## src/rtl/nrzi_rx_pkg.sv

```systemverilog
package nrzi_rx_pkg;
  typedef enum logic [1:0] {
    SYM_SE0 = 2'b00,
    SYM_J   = 2'b01,
    SYM_K   = 2'b10,
    SYM_SE1 = 2'b11
  } line_sym_e;

  typedef enum logic [1:0] {
    ST_IDLE = 2'b00,
    ST_RECV = 2'b01,
    ST_EOP  = 2'b10
  } rx_state_e;

  typedef enum logic [2:0] {
    EV_NONE,
    EV_BIT,
    EV_STUFF,
    EV_EOP,
    EV_STUFF_ERR,
    EV_EOP_ERR
  } rx_event_e;
endpackage

```

## src/rtl/nrzi_bit_decode.sv

```systemverilog
module nrzi_bit_decode
  import nrzi_rx_pkg::*;
(
  input  logic [1:0] sym_i,
  input  logic [1:0] prev_i,
  output logic       is_data_o,
  output logic       bit_o
);
  always_comb begin
    is_data_o = (sym_i == SYM_J) || (sym_i == SYM_K);
    bit_o     = (sym_i == prev_i);
  end
endmodule

```

## src/rtl/nrzi_ones_tracker.sv

```systemverilog
module nrzi_ones_tracker #(
  parameter int MAX_ONES = 6,
  localparam int CNT_W   = $clog2(MAX_ONES + 1)
) (
  input  logic clk_i,
  input  logic rst_ni,
  input  logic clr_i,
  input  logic upd_i,
  input  logic bit_i,
  output logic at_limit_o
);
  logic [CNT_W-1:0] cnt_q;

  assign at_limit_o = (cnt_q == CNT_W'(MAX_ONES));

  always_ff @(posedge clk_i or negedge rst_ni) begin
    if (!rst_ni)                cnt_q <= '0;
    else if (clr_i)             cnt_q <= '0;
    else if (upd_i) begin
      if (at_limit_o || !bit_i) cnt_q <= '0;
      else                      cnt_q <= cnt_q + 1'b1;
    end
  end

  p_cnt_bound_r5: assert property (@(posedge clk_i) disable iff (!rst_ni)
    cnt_q <= CNT_W'(MAX_ONES));
  p_clr_zero_r10: assert property (@(posedge clk_i) disable iff (!rst_ni)
    clr_i |=> (cnt_q == '0));
  p_zero_clears_r5: assert property (@(posedge clk_i) disable iff (!rst_ni)
    (upd_i && !clr_i && !bit_i) |=> (cnt_q == '0));
endmodule

```

## src/rtl/nrzi_eop_check.sv

```systemverilog
module nrzi_eop_check
  import nrzi_rx_pkg::*;
(
  input  logic [1:0] sym_i,
  output logic       hold_o,
  output logic       done_o,
  output logic       err_o
);
  always_comb begin
    hold_o = (sym_i == SYM_SE0);
    done_o = (sym_i == SYM_J);
    err_o  = !hold_o && !done_o;
  end
endmodule

```

## src/rtl/nrzi_rx.sv

```systemverilog
module nrzi_rx
  import nrzi_rx_pkg::*;
#(
  parameter int MAX_ONES = 6
) (
  input  logic       clk_i,
  input  logic       rst_ni,
  input  logic       sop_i,
  input  logic       sym_vld_i,
  input  logic [1:0] sym_i,
  output logic       bit_vld_o,
  output logic       bit_o,
  output logic       stuff_o,
  output logic       eop_o,
  output logic       stuff_err_o,
  output logic       eop_err_o
);
  rx_state_e state_q, state_d;
  logic [1:0] prev_q, prev_d;
  rx_event_e  ev;
  logic       is_data, dec_bit, at_limit, trk_upd;
  logic       eop_hold, eop_done, eop_err;

  nrzi_bit_decode u_dec (
    .sym_i    (sym_i),
    .prev_i   (prev_q),
    .is_data_o(is_data),
    .bit_o    (dec_bit)
  );

  assign trk_upd = sym_vld_i && (state_q == ST_RECV) && is_data;

  nrzi_ones_tracker #(.MAX_ONES(MAX_ONES)) u_trk (
    .clk_i     (clk_i),
    .rst_ni    (rst_ni),
    .clr_i     (sop_i),
    .upd_i     (trk_upd),
    .bit_i     (dec_bit),
    .at_limit_o(at_limit)
  );

  nrzi_eop_check u_eop (
    .sym_i (sym_i),
    .hold_o(eop_hold),
    .done_o(eop_done),
    .err_o (eop_err)
  );

  always_comb begin
    state_d = state_q;
    prev_d  = prev_q;
    ev      = EV_NONE;
    if (sop_i) begin
      state_d = ST_RECV;
      prev_d  = SYM_J;
    end else if (sym_vld_i) begin
      unique case (state_q)
        ST_RECV: begin
          if (is_data) begin
            prev_d = sym_i;
            if (at_limit) begin
              if (dec_bit) begin
                ev      = EV_STUFF_ERR;
                state_d = ST_IDLE;
              end else begin
                ev = EV_STUFF;
              end
            end else begin
              ev = EV_BIT;
            end
          end else if (sym_i == SYM_SE0) begin
            state_d = ST_EOP;
          end else begin
            ev      = EV_EOP_ERR;
            state_d = ST_IDLE;
          end
        end
        ST_EOP: begin
          if (eop_done) begin
            ev      = EV_EOP;
            state_d = ST_IDLE;
          end else if (eop_err) begin
            ev      = EV_EOP_ERR;
            state_d = ST_IDLE;
          end
        end
        default: ;
      endcase
    end
  end

  always_ff @(posedge clk_i or negedge rst_ni) begin
    if (!rst_ni) begin
      state_q     <= ST_IDLE;
      prev_q      <= SYM_J;
      bit_vld_o   <= 1'b0;
      bit_o       <= 1'b0;
      stuff_o     <= 1'b0;
      eop_o       <= 1'b0;
      stuff_err_o <= 1'b0;
      eop_err_o   <= 1'b0;
    end else begin
      state_q     <= state_d;
      prev_q      <= prev_d;
      bit_vld_o   <= (ev == EV_BIT);
      bit_o       <= (ev == EV_BIT) && dec_bit;
      stuff_o     <= (ev == EV_STUFF);
      eop_o       <= (ev == EV_EOP);
      stuff_err_o <= (ev == EV_STUFF_ERR);
      eop_err_o   <= (ev == EV_EOP_ERR);
    end
  end

  p_one_event_r12: assert property (@(posedge clk_i) disable iff (!rst_ni)
    $onehot0({bit_vld_o, stuff_o, eop_o, stuff_err_o, eop_err_o}));
  p_quiet_after_end_r10: assert property (@(posedge clk_i) disable iff (!rst_ni)
    (eop_o || stuff_err_o || eop_err_o) |=> !(bit_vld_o || stuff_o));
  p_eop_after_se0_r7: assert property (@(posedge clk_i) disable iff (!rst_ni)
    eop_o |-> ($past(state_q) == ST_EOP));
  p_stuff_at_limit_r3: assert property (@(posedge clk_i) disable iff (!rst_ni)
    (stuff_o || stuff_err_o) |-> $past(at_limit));
  p_sop_no_result_r11: assert property (@(posedge clk_i) disable iff (!rst_ni)
    sop_i |=> !(bit_vld_o || stuff_o || eop_o || stuff_err_o || eop_err_o));
endmodule

```

## config.mk

```make
export PLATFORM = sky130hd
export DESIGN_NAME = nrzi_rx
export DESIGN_NICKNAME = d
export VERILOG_FILES = /design/src/rtl/nrzi_rx_pkg.sv /design/src/rtl/nrzi_bit_decode.sv /design/src/rtl/nrzi_ones_tracker.sv /design/src/rtl/nrzi_eop_check.sv /design/src/rtl/nrzi_rx.sv
export SDC_FILE = /design/constraint.sdc
export NUM_CORES = 1
export LEC_CHECK = 0
export BUFFER_PORTS_ARGS = -buffer_cell sky130_fd_sc_hd__buf_2
export CAP_MARGIN = 40
export CORE_UTILIZATION = 46
export DETAILED_ROUTE_END_ITERATION = 8
export PLACE_DENSITY = 0.7
export SYNTH_ARGS = -nofsm -noshare
export SYNTH_HDL_FRONTEND = slang
export SYNTH_SLANG_ARGS = --single-unit
export TNS_END_PERCENT = 10
```

## constraint.sdc

```tcl
create_clock -name clk_i -period 1.6 [get_ports clk_i]
set_input_delay 0.24 -clock clk_i [delete_from_list [all_inputs] [get_ports clk_i]]
set_output_delay 0.24 -clock clk_i [all_outputs]
set_load 0.005 [all_outputs]
```

Word level (Yosys, flattened, before mapping)
Index checks and enable logic that the tools add are counted.
{"block": "op_classes", "n_eq_ne": 14, "n_reduce_logical": 17, "muxes": 25, "addsub": 1}
{"op": "$mux 3", "count": 11}
{"op": "$mux 2", "count": 12}
{"op": "$eq 3x3->1 const B", "count": 3}
{"op": "$ne 4x4->1 const B", "count": 2}
{"op": "$reduce_bool 2->1", "count": 4}
{"op": "$eq 3x2->1 const B", "count": 2}
{"op": "$pmux 3 s2", "count": 1}
{"op": "$reduce_and 5->1", "count": 1}
{"op": "$eq 2x1->1 const B", "count": 2}
{"op": "$eq 2x2->1 const B", "count": 2}
{"op": "$logic_and 1x1->1", "count": 4}
{"op": "$ne 4x3->1 const B", "count": 1}
{"op": "$pmux 2 s2", "count": 1}
{"op": "$add 3x1->3 const B", "count": 1}
{"op": "$eq 3x1->1 const B", "count": 1}
{"op": "$logic_not 1->1", "count": 3}
{"op": "$reduce_and 3->1", "count": 1}
{"op": "$reduce_bool 3->1", "count": 1}
{"op": "$eq 2x2->1", "count": 1}
{"op": "$logic_not 2->1", "count": 1}
{"op": "$logic_or 1x1->1", "count": 2}
{"block": "totals", "in_bits": 6, "out_inout_bits": 6, "elab_cells": 66, "reg_bits": 13}

Logic depth before layout (Yosys ltp)
{"block": "depth", "ltp_word": 10, "ltp_mapped": 6}

By module
A second synthesis with hierarchy kept.
{"block": "unflattened", "hier_cells": 75, "hier_area_um2": 773.2}
{"mod": "nrzi_rx", "n_inst": 1, "cells_per_inst": 49, "area_each_um2": 550.5, "seq_area_each_um2": 251.5}
{"mod": "nrzi_ones_tracker", "n_inst": 1, "cells_per_inst": 19, "area_each_um2": 178.9, "seq_area_each_um2": 75.1}
{"mod": "nrzi_bit_decode", "n_inst": 1, "cells_per_inst": 4, "area_each_um2": 30.0, "seq_area_each_um2": 0.0}
{"mod": "nrzi_eop_check", "n_inst": 1, "cells_per_inst": 3, "area_each_um2": 13.8, "seq_area_each_um2": 0.0}

Worst setup path before layout
OpenSTA, ideal clock, no wires.
{"block": "synth_timing", "kind": "flip-flop to flip-flop", "startpoint": "register u_trk.cnt_q[0]", "endpoint": "register eop_o", "path_stages_with_launch": 7, "t_arrival_ns": 1.561, "setup_time_ns": 0.072, "n_path_buf": 0, "slack_ns": -0.034, "cell_sequence": "dfrtp_1 -> inv_1 -> ha_1 -> and4_4 -> nor3b_1 -> or4b_1 -> nor2_1"}
{"block": "synth_via", "elab_chain_cells": 7}
{"element": "from (decl)", "line": "nrzi_ones_tracker.sv:12", "source": "logic [CNT_W-1:0] cnt_q;"}
{"element": "from (signal assigned)", "line": "nrzi_ones_tracker.sv:21", "source": "else cnt_q <= cnt_q + 1'b1;"}
{"element": "$eq 3x3->1", "line": "nrzi_ones_tracker.sv:14", "source": "assign at_limit_o = (cnt_q == CNT_W'(MAX_ONES));"}
{"element": "$mux 3", "line": "nrzi_rx.sv:61", "source": "if (at_limit) begin"}
{"element": "$mux 3", "line": "nrzi_rx.sv:59", "source": "if (is_data) begin"}
{"element": "$pmux 3 s2", "line": "nrzi_rx.sv:57", "source": "unique case (state_q)"}
{"element": "$mux 3", "line": "nrzi_rx.sv:56", "source": "end else if (sym_vld_i) begin"}
{"element": "$mux 3", "line": "nrzi_rx.sv:53", "source": "if (sop_i) begin"}
{"element": "$eq 3x2->1", "line": "nrzi_rx.sv:108", "source": "eop_o <= (ev == EV_EOP);"}
{"element": "to (signal assigned)", "line": "nrzi_rx.sv:108"}
{"element": "to (decl)", "line": "nrzi_rx.sv:14", "source": "output logic eop_o,"}
Every way passes these cells.
A chain may end at the register's enable or synchronous reset.

Worst setup path in the final report
{"block": "layout_timing", "startpoint": "register state_q[1]", "endpoint": "register eop_o"}
{"block": "layout_via", "elab_chain_cells": 5, "word_cells_on_any_way": 6, "cone_classes": "3 x eq/ne; 3 x mux"}
{"element": "from (decl)", "line": "nrzi_rx.sv:18", "source": "rx_state_e state_q, state_d;"}
{"element": "from (signal assigned)", "line": "nrzi_rx.sv:103", "source": "state_q <= state_d;"}
{"element": "$eq 2x2->1 / $eq 2x1->1 (equally long branches)", "line": "nrzi_rx.sv:57"}
{"element": "$pmux 3 s2 *", "line": "nrzi_rx.sv:57"}
{"element": "$mux 3 *", "line": "nrzi_rx.sv:56"}
{"element": "$mux 3 *", "line": "nrzi_rx.sv:53"}
{"element": "$eq 3x2->1 *", "line": "nrzi_rx.sv:108"}
Mark *: on every way between the ends. The rest lies on a longest branch, timed or not.

==> reports/qor.csv <==
metric;value;unit
yosys.area.top_type_share;40.2;%
nNetsFinal;122;
initial_core_util;49.6;%
regToRegSetupSlack;-0.06;ns
via_count;688;
grt_max_degree;14;
grt_pass1_vias;615;
drt_first_iter_violations;14;
wl_per_cell;13.4;µm
n_fill_cell;122;
drive_gt1_share;39.4;%
die-height;42.3;µm
wl_met1;703;µm
numClockSinks;13;
ios;12;
fmax;604;MHz
clockBufferDepth;2;
grt_remaining_overflow;0;
clk_pin_slew_worst_paths;0.08;ns
synth_compound_area_share;13.6;%
synth-seq-cells;13;
dpl.hpwl;1160;µm
numCtsBuffers;3;
dr.max_layer_used;met4;
met2_length;850;µm
total_power;0.748;mW
seq_area_frac_synth;43.7;%
maxCapViolCount;0;
htree_levels;1;
vias_per_cell;5.50;
syn2layout_area_growth;38.9;%
min_from;sym_i[0];
fin_util;68.9;%
clk-insertion-delay-late;0.28;ns
slew_viol_final;0;
grt_usage;18.6;%
final_cells;125;
cts-root-buf;clkbuf_4;
cp.required;1.81;ns
period_needed;1.66;ns
setup_slack;-0.0552;ns
die_w;42.3;µm
drcViolationCount;0;
fin_crit_sh;103;%
min_to;prev_q[0];
synth-xor-area-share;4.36;%
tritoncts;done;
ff_latch_area;327;µm²
timing.rr.end;eop_o;
min_path_cells;3;
num_rows;14;
syn_inst;78;
multiInputGateArea;449;µm²
synth.distinct_cells;26;
cp.arrival;1.86;ns
power_density;721;nW/µm²
start_kind;flop;
synth_fa_ha_area_share;10.1;%
synth.mux.area_fraction;1.34;%
worst_pin_slew;0.358;ns
critical_path_class;flop to flop;
place_area;928;µm²
gp_congestion;0.862;
firstDrtPassIters;4;
drt-total-wl;1680;µm
grt_pass1_wl;2470;µm
finalInstanceArea;1040;µm²
ir_drop;0.782;mV
reg2regPathDepth;5;
path_max_fanout;3;
min_path_type;input port to flop;
setup_violations;3;
timing.hold.ws;0.235;ns
status;complete, but fails checks;
regToRegStartpoint;state_q[1];
violations;setup timing;
syn-num-nets;90;
ant_nets;0;
hold_violations;0;
synth_top_family_by_area;simple AND/OR/NAND/NOR gates;
critPathLaunch;state_q[1];
netlist_top_cells_area;dfrtp_1 40%, ha_1 10%, nor2_1 5.0%;
rsz0062_at_grt;yes;
yosys_warnings;0;
yosys.area_share.simple;22.4;%
antenna_found_initial;0;
place_ws;-0.121;ns
syn-cell-area;747;µm²
place_inst;118;
setup_tns;-0.128;ns
fin_worst_skew;0.00888;ns
wl_met3;99;µm
dieArea;1790;µm²
port_buffers;11;
endpoint_kind;flop;
core_area;1510;µm²
diodes;0;
synth_top_area_cell;dfrtp_1;
power_leakage;0.511;nW
slew_headroom;75.8;%
avgSynthCellArea;9.58;µm²
[synth_stat cells]
cell and instances:
nor4_1 1, or4b_1 1, nor3b_1 4, o21bai_1 1, or3_1 1, clkbuf_1 1
nand2b_1 3, and2_1 1, o311ai_0 1, o21a_1 1, a32oi_1 2, xor2_2 2
a211oi_1 1, a21o_1 1, nor2_1 10, mux2i_1 1, nand3_1 3, dfstp_2 1
inv_1 8, and4_4 1, nand2_1 7, o21ai_0 1, o211ai_1 2, ha_1 6
a21oi_1 5, dfrtp_1 12
[cell type report]
type	instances	share of cell area (%)
inverter	8	2.90
multi-input combinational	56	43.3
tap	16	1.93
sequential	13	31.5
clock buffer	4	2.53
timing repair buffer	28	17.9
[what timing repair did]
action | in CTS | in global routing
setup endpoints to repair | 3 | 7
pin swaps | 1 | 2
hold buffers | 1 | 0
setup buffers | 1 | 1
gates resized for setup | 3 | 6
hold endpoints to repair | 12 | 0
[layout by cell type (no fill, tap or decap)]
master	count
nand2b_1	3
o211ai_1	2
xor2_2	2
nor3b_4	1
a21o_1	1
inv_1	8
and2_1	1
a21oi_2	1
o21ai_0	1
nor3b_1	3
o21bai_1	1
dlygate4sd3_1	1
a32oi_1	1
o311ai_0	1
nor2_1	9
buf_2	11
ha_2	1
or4b_4	1
or3_1	1
dfstp_2	1
ha_1	3
nor2_2	1
nor4_2	1
ha_4	2
a211oi_1	1
nand3_1	3
and4_4	1
mux2i_1	1
a21oi_1	4
buf_4	16
clkbuf_1	1
clkbuf_4	3
a32oi_2	1
dfrtp_1	12
nand2_1	7
o21a_1	1
[logic make-up after synthesis]
kind of cell	Yosys count
AOI/OAI and AO/OA	15
muxes	1
xor gates and xnor gates	2
and+or+nand+nor	32
DFF	13
buffers and inverters	9
adders and majority gates	6
[worst max-delay path, cell delays in order, from the launching register on]
cell and delay (ns):
dfrtp_1 0.41, buf_4 0.16, ha_4 0.25, nor3b_4 0.19, or4b_4 0.49, nor2_1 0.10
[report_power, final]
group / leakage, nW / switching (mW) / internal [mW]
clock: 0.0150 / 0.107 / 0.0967
sequential: 0.173 / 0.0105 / 0.344
combinational: 0.323 / 0.0960 / 0.0935
[registers in the layout (all words and copies together), names as in the netlist]
name	cells
bit_o	1
bit_vld_o	1
eop_err_o	1
eop_o	1
prev_q	2
state_q	2
stuff_err_o	1
stuff_o	1
u_trk.cnt_q	3
[how the worst max path moves through the flow]
stage / end / cells after the start
2_1_floorplan: eop_o / 6
3_3_place_gp: eop_o / 7
3_5_place_dp: stuff_o / 7
4_1_cts: stuff_o / 6
5_1_grt: stuff_o / 5
6_report: eop_o / 5
[routing by layer]
layer,vias to the layer above,track usage (%)
met5,-,0
met4,0,3.13
met3,6,8.19
met2,31,32.9
met1,320,20.8
li1,331,-
No activity file was read; power rests on OpenSTA's default activity.
